<file path="src/rtl/des_byte_engine.sv">
module des_byte_engine (
  input  logic        clk,
  input  logic        rst_n,
  input  logic        cfg_ld,
  input  logic        cfg_dec,
  input  logic        cfg_cbc,
  input  logic [63:0] key_in,
  input  logic [63:0] iv_in,
  input  logic        wr,
  input  logic [7:0]  din,
  output logic        in_rdy,
  input  logic        rd,
  output logic [7:0]  dout,
  output logic        out_avail,
  output logic        err
);
  localparam int BYTES  = 8;
  localparam int XFER   = 5;
  localparam int ROUNDS = 16;
  localparam int DONE   = ROUNDS + 2;

  localparam int IP_T [64] = '{58,50,42,34,26,18,10,2, 60,52,44,36,28,20,12,4,
                               62,54,46,38,30,22,14,6, 64,56,48,40,32,24,16,8,
                               57,49,41,33,25,17,9,1,  59,51,43,35,27,19,11,3,
                               61,53,45,37,29,21,13,5, 63,55,47,39,31,23,15,7};
  localparam int FP_T [64] = '{40,8,48,16,56,24,64,32, 39,7,47,15,55,23,63,31,
                               38,6,46,14,54,22,62,30, 37,5,45,13,53,21,61,29,
                               36,4,44,12,52,20,60,28, 35,3,43,11,51,19,59,27,
                               34,2,42,10,50,18,58,26, 33,1,41,9,49,17,57,25};
  localparam int P_T [32] = '{16,7,20,21,29,12,28,17, 1,15,23,26,5,18,31,10,
                              2,8,24,14,32,27,3,9,    19,13,30,6,22,11,4,25};
  localparam int PC1_T [56] = '{57,49,41,33,25,17,9, 1,58,50,42,34,26,18,
                                10,2,59,51,43,35,27, 19,11,3,60,52,44,36,
                                63,55,47,39,31,23,15, 7,62,54,46,38,30,22,
                                14,6,61,53,45,37,29, 21,13,5,28,20,12,4};
  localparam int PC2_T [48] = '{14,17,11,24,1,5, 3,28,15,6,21,10, 23,19,12,4,26,8,
                                16,7,27,20,13,2, 41,52,31,37,47,55, 30,40,51,45,33,48,
                                44,49,39,56,34,53, 46,42,50,36,29,32};
  localparam int SH_T [16] = '{1,2,4,6,8,10,12,14,15,17,19,21,23,25,27,28};
  localparam logic [63:0] SB_T [32] = '{
    64'hE4D12FB83A6C5907, 64'h0F74E2D1A6CB9538, 64'h41E8D62BFC973A50, 64'hFC8249175B3EA06D,
    64'hF18E6B34972DC05A, 64'h3D47F28EC01A69B5, 64'h0E7BA4D158C6932F, 64'hD8A13F42B67C05E9,
    64'hA09E63F51DC7B428, 64'hD70934A6285ECBF1, 64'hD6498F30B12C5AE7, 64'h1AD069874FE3B52C,
    64'h7DE3069A1285BC4F, 64'hD8B56F03472C1AE9, 64'hA690CB7DF13E5284, 64'h3F06A1D8945BC72E,
    64'h2C417AB6853FD0E9, 64'hEB2C47D150FA3986, 64'h421BAD78F9C5630E, 64'hB8C71E2D6F09A453,
    64'hC1AF92680D34E75B, 64'hAF427C9561DE0B38, 64'h9EF528C3704A1DB6, 64'h432C95FABE17608D,
    64'h4B2EF08D3C975A61, 64'hD0B7491AE35C2F86, 64'h14BDC37EAF680592, 64'h6BD814A7950FE23C,
    64'hD2846FB1A93E50C7, 64'h1FD8A374C56B0E92, 64'h7B419CE206ADF358, 64'h21E74A8DFC90356B};

  function automatic logic [63:0] perm64(input logic [63:0] x, input logic fin);
    logic [63:0] o;
    for (int i = 0; i < 64; i++) o[63-i] = x[64 - (fin ? FP_T[i] : IP_T[i])];
    return o;
  endfunction

  function automatic logic [47:0] expand(input logic [31:0] r);
    logic [47:0] o;
    for (int i = 0; i < 48; i++) o[47-i] = r[31 - ((4*(i/6) + (i%6) + 31) % 32)];
    return o;
  endfunction

  function automatic logic [47:0] subkey(input logic [63:0] k, input logic [3:0] idx);
    logic [55:0] cd, tc, td, rot;
    logic [47:0] o;
    for (int i = 0; i < 56; i++) cd[55-i] = k[64 - PC1_T[i]];
    tc = {cd[55:28], cd[55:28]} << SH_T[idx];
    td = {cd[27:0], cd[27:0]} << SH_T[idx];
    rot = {tc[55:28], td[55:28]};
    for (int i = 0; i < 48; i++) o[47-i] = rot[56 - PC2_T[i]];
    return o;
  endfunction

  function automatic logic [63:0] feistel(input logic [63:0] s, input logic [47:0] k);
    logic [47:0] x;
    logic [31:0] sb, pf;
    logic [5:0]  b;
    x = expand(s[31:0]) ^ k;
    for (int j = 0; j < 8; j++) begin
      b = x[47-6*j -: 6];
      sb[31-4*j -: 4] = SB_T[4*j + int'({b[5], b[0]})][63 - 4*int'(b[4:1]) -: 4];
    end
    for (int i = 0; i < 32; i++) pf[31-i] = sb[32 - P_T[i]];
    return {s[31:0], s[63:32] ^ pf};
  endfunction

  logic [63:0] key_r, chain, xr, st, sreg, obuf;
  logic        dec_r, cbc_r, full, err_r;
  logic [2:0]  ib, xin, xout;
  logic [3:0]  ocnt;
  logic [4:0]  cnt;

  logic        wr_ok, rd_ok, last, ofree, emit, take;
  logic [63:0] word, res, chain_eff, blk_in;
  logic [3:0]  kidx;

  assign in_rdy    = !full && xin == 3'd0;
  assign out_avail = ocnt != 4'd0 && xout == 3'd0;
  assign dout      = obuf[63:56];
  assign err       = err_r;

  assign wr_ok  = wr && in_rdy;
  assign rd_ok  = rd && out_avail;
  assign last   = wr_ok && ib == 3'(BYTES - 1);
  assign ofree  = ocnt == 4'd0 || (ocnt == 4'd1 && rd_ok);
  assign emit   = cnt == 5'(DONE) && ofree;
  assign take   = (cnt == 5'd0 || emit) && (full || last);
  assign word   = full ? sreg : {sreg[55:0], din};
  assign res    = perm64({st[31:0], st[63:32]}, 1'b1) ^ ((cbc_r && dec_r) ? xr : 64'd0);
  assign chain_eff = (emit && !dec_r) ? res : chain;
  assign blk_in = (cbc_r && !dec_r) ? (word ^ chain_eff) : word;
  assign kidx   = dec_r ? 4'd15 - (cnt[3:0] - 4'd2) : cnt[3:0] - 4'd2;

  always_ff @(posedge clk or negedge rst_n) begin
    if (!rst_n) begin
      key_r <= '0; chain <= '0; dec_r <= 1'b0; cbc_r <= 1'b0; err_r <= 1'b0;
    end else if (cfg_ld) begin
      key_r <= key_in; chain <= iv_in; dec_r <= cfg_dec; cbc_r <= cfg_cbc; err_r <= 1'b0;
    end else begin
      if ((wr && !in_rdy) || (rd && !out_avail)) err_r <= 1'b1;
      if (take && dec_r) chain <= word;
      else if (emit && !dec_r) chain <= res;
    end
  end

  always_ff @(posedge clk or negedge rst_n) begin
    if (!rst_n) begin
      sreg <= '0; ib <= '0; full <= 1'b0; xin <= '0;
    end else begin
      if (wr_ok) begin
        sreg <= {sreg[55:0], din};
        ib   <= last ? 3'd0 : ib + 3'd1;
      end
      if (take && full) full <= 1'b0;
      else if (last && !take) full <= 1'b1;
      if (last) xin <= 3'(XFER);
      else if (xin != 3'd0) xin <= xin - 3'd1;
    end
  end

  always_ff @(posedge clk or negedge rst_n) begin
    if (!rst_n) begin
      st <= '0; xr <= '0; cnt <= '0;
    end else if (take) begin
      st <= blk_in; xr <= chain; cnt <= 5'd1;
    end else if (cnt == 5'd1) begin
      st <= perm64(st, 1'b0); cnt <= 5'd2;
    end else if (cnt == 5'(DONE)) begin
      if (emit) cnt <= 5'd0;
    end else if (cnt != 5'd0) begin
      st <= feistel(st, subkey(key_r, kidx)); cnt <= cnt + 5'd1;
    end
  end

  always_ff @(posedge clk or negedge rst_n) begin
    if (!rst_n) begin
      obuf <= '0; ocnt <= '0; xout <= '0;
    end else if (emit) begin
      obuf <= res; ocnt <= 4'(BYTES); xout <= 3'(XFER);
    end else begin
      if (xout != 3'd0) xout <= xout - 3'd1;
      if (rd_ok) begin
        obuf <= {obuf[55:0], 8'd0};
        ocnt <= ocnt - 4'd1;
      end
    end
  end

  p_wr_drop_r2: assert property (@(posedge clk) disable iff (!rst_n)
    (wr && in_rdy && ib == 3'd7) |=> !in_rdy)
    else $error("in_rdy stayed high after the eighth byte");

  p_avail_gap_r3: assert property (@(posedge clk) disable iff (!rst_n)
    $rose(out_avail) |-> $past(emit, 6))
    else $error("out_avail rose without a core result six clocks earlier");

  p_last_read_r4: assert property (@(posedge clk) disable iff (!rst_n)
    (rd && out_avail && ocnt == 4'd1) |=> !out_avail)
    else $error("out_avail stayed high after the eighth read");

  p_wr_ignored_r10: assert property (@(posedge clk) disable iff (!rst_n)
    (wr && !in_rdy && !cfg_ld) |=> (err && $stable(ib)))
    else $error("rejected write changed state or left err low");

  p_rd_ignored_r11: assert property (@(posedge clk) disable iff (!rst_n)
    (rd && !out_avail && !cfg_ld) |=> err)
    else $error("rejected read left err low");
endmodule

</file>
<file path="config.mk">
export PLATFORM = sky130hd
export DESIGN_NAME = des_byte_engine
export DESIGN_NICKNAME = d
export VERILOG_FILES = /design/src/rtl/des_byte_engine.sv
export SDC_FILE = /design/constraint.sdc
export NUM_CORES = 2
export LEC_CHECK = 0
export BUFFER_PORTS_ARGS = -buffer_cell sky130_fd_sc_hd__buf_2
export CAP_MARGIN = 10
export CORE_MARGIN = 4
export CORE_UTILIZATION = 63
export DETAILED_ROUTE_END_ITERATION = 16
export PLACE_DENSITY_LB_ADDON = 0.2
export SLEW_MARGIN = 20
export SYNTH_ARGS = -nofsm -noshare
export SYNTH_HDL_FRONTEND = slang
export SYNTH_SLANG_ARGS = --single-unit
</file>
<file path="constraint.sdc">
create_clock -name clk -period 7.3 [get_ports clk]
set_input_delay 1.46 -clock clk [delete_from_list [all_inputs] [get_ports clk]]
set_output_delay 1.46 -clock clk [all_outputs]
set_load 0.05 [all_outputs]
</file>
==> impl_metrics.ini <==
[sta]
slew_headroom_pct = 26.83
finalCriticalPeriod_ps = 6493
tightest_slew_ps = 1093
tns_ps = 0
finalHoldViolations = 0
slew_violations = 0
fmax_mhz = 154.0
finClkSkew_ps = 18.24
fin_crit_sh_pct = 88.95
setup_violations = 0
grt_setup_unrepaired = false

[place]
dp_cells = 4307
hpwl_mm = 81.10
gp_congestion = 1.047
io_buffers = 145
dpl_cell_area_sq_um = 32220

[grt]
grt_pass1_wl_mm = 172.8
grt_max_degree = 156
grt_pass1_vias = 28500
track_usage_pct = 41.53
antenna_found_initial = 6
grt-ovfl-total = 0

[clock_network]
cts.sinks = 398
tritoncts = done
clock-root-buffer = clkbuf_16
ctsHoldBuffers = 0
cts_resized = 0
clk_pin_slew_worst_paths_ps = 60
h-tree-depth = 2
cts-buffers-inserted = 43
worstSkewPairLatency_ps = 590
cts.path.max_buffers = 3
cts_setup_buffers = 0

[final_layout]
fin_area_sq_um = 33630
area_growth_pct = 7.728
layoutNonFillerInstCount = 4386
drive_gt1_share_pct = 15.59
finalNetCount = 3885
nFillCells = 3767

[setup_path]
startpoint_type = flop
cp_data_arrival_time_ps = 6970
r2r-start = cnt[1]
worstSetupPathType = flop to flop
crit_start = cnt[1]
end_kind = flop
worstPathMaxFanout = 45
crit_required_ps = 7770

[synth]
syn-instance-count = 3740
ys_seq_area_share_pct = 31.91
synth_top_area_share_pct = 31.91
yosys.area.top_type = dfrtp_1
syn_nets = 3937
synth_seq_cells = 398
synth_area_sq_um = 31220
synth.area.top_cells = dfrtp_1, mux2i_1, nand2_1
syn_area_per_cell_sq_um = 8.347
yosys_warnings = 0
synth_edf_count = 0
synthTopCellsByCount = nand2_1, dfrtp_1, o21ai_0
async_flop_share_pct = 100.0
synth_top_flop_cell = dfrtp_1
yosysMostFrequentCell = nand2_1
synthDistinctLibCells = 102

[route]
route.met3.wl_mm = 19.19
viasPerCell = 7.010
dr.first_iter.drc_count = 5235
m1WireLength_mm = 43.63
finalWirelength_mm = 114.7
antenna_left = 0
drc = 0
wl_met2_mm = 45.94
drt-wirelength-per-cell_microns = 26.15
top_layer_used = met5
first_pass_iters = 9
num_vias = 30740

[floorplanning]
dieHeight_microns = 230.6
rows = 81
dieArea_sq_um = 53170
initial_core_util_pct = 63.77
io_pins = 154
die_x_microns = 230.6
core_area_sq_um = 48950

[run_status]
outcome = completed

[min_path]
hold_path.class = flop to flop
hp-start = chain[52]

[flow_run]
max_cap_viol_count = 0
-- layer usage --
metal,GRT usage [%],vias to the layer above
li1,-,13420
met1,56.55,14780
met2,56.97,2138
met3,19.92,404
met4,15.58,10
met5,2.941,-
-- final timing paths --
kind	to	slack, ps	cells past startpoint
min reg2reg	xr[52]	460	2
max	st[1]	810	19
min	xr[52]	460	2
min in group asynchronous	obuf[45]	900	1
max reg2reg	st[1]	810	19
max in group asynchronous	key_r[39]	4950	2
-- sequential cells by signal, summed over array words and instances (netlist names), 4 cells and up --
| name | cells |
|---|---|
| ocnt | 4 |
| sreg | 64 |
| st | 64 |
| cnt | 5 |
| xr | 64 |
| obuf | 64 |
| key_r | 56 |
| chain | 64 |
-- metrics by stage --
step | setup WS (ps) | utilization, % | hold WS, ps
after floorplan | 2028 | - | 438.0
after global placement | 1112 | 65.82 | 446.8
after detailed placement | 1014 | 65.82 | 447.5
after CTS | 988.8 | 68.65 | 463.7
after global routing | 580.5 | 68.69 | 484.1
final | 806.7 | 68.70 | 463.4
-- cells in the final DEF, fill, tap and decap left out, types with 87 or more instances in the layout --
cell type  netlist  layout
a21oi_1        121     120
nand2_1        642     638
o21ai_0        328     328
mux2_2         200     200
xnor2_1        147     145
buf_2           57     143
mux2i_1        275     275
nor2_1         183     181
o211ai_1        87      87
nand3_1        157     157
dfrtp_1        398     397
-- critical path: stages (launching register included) --
cell and delay [ps]:
dfrtp_1 370, buf_4 190, inv_1 170, ha_1 310, xnor3_4 710, mux2i_1 350
o31a_1 190, a2111oi_0 840, a311oi_1 160, or4_1 540, nand4_1 400, inv_1 90
ha_1 350, or3_1 380, o2111ai_1 100, o32ai_1 140, a31oi_1 660, xor2_1 140
a21oi_1 190, nor2_1 50
-- cells by family (layout without fill, tap and decap cells) --
logic type	after synthesis	after routing	synth area share, %
simple gates	1263	1263	18.33
compound gates	950	950	19.98
mux	484	484	16.66
flops	398	398	31.91
buf+inv	395	375	5.267
xor+xnor	195	195	5.659
fa+ha+maj	55	55	2.196
other cells	0	2	0
-- final cells by class --
cell class                 instances  area [sq um]  area share, %
clock inverter                    14         123.9         0.3683
tap                              664         830.8          2.471
sequential                       398          9961          29.62
timing repair buffer             236          1488          4.424
multi-input combinational       2947         19730          58.66
clock buffer                      63          1261          3.750
inverter                          62         232.7         0.6920
antenna                            2         5.005        0.01488
Power is left out: the tool's default activity adds up to more than one toggle a clock period on the data nets, which glitch-free logic cannot reach.
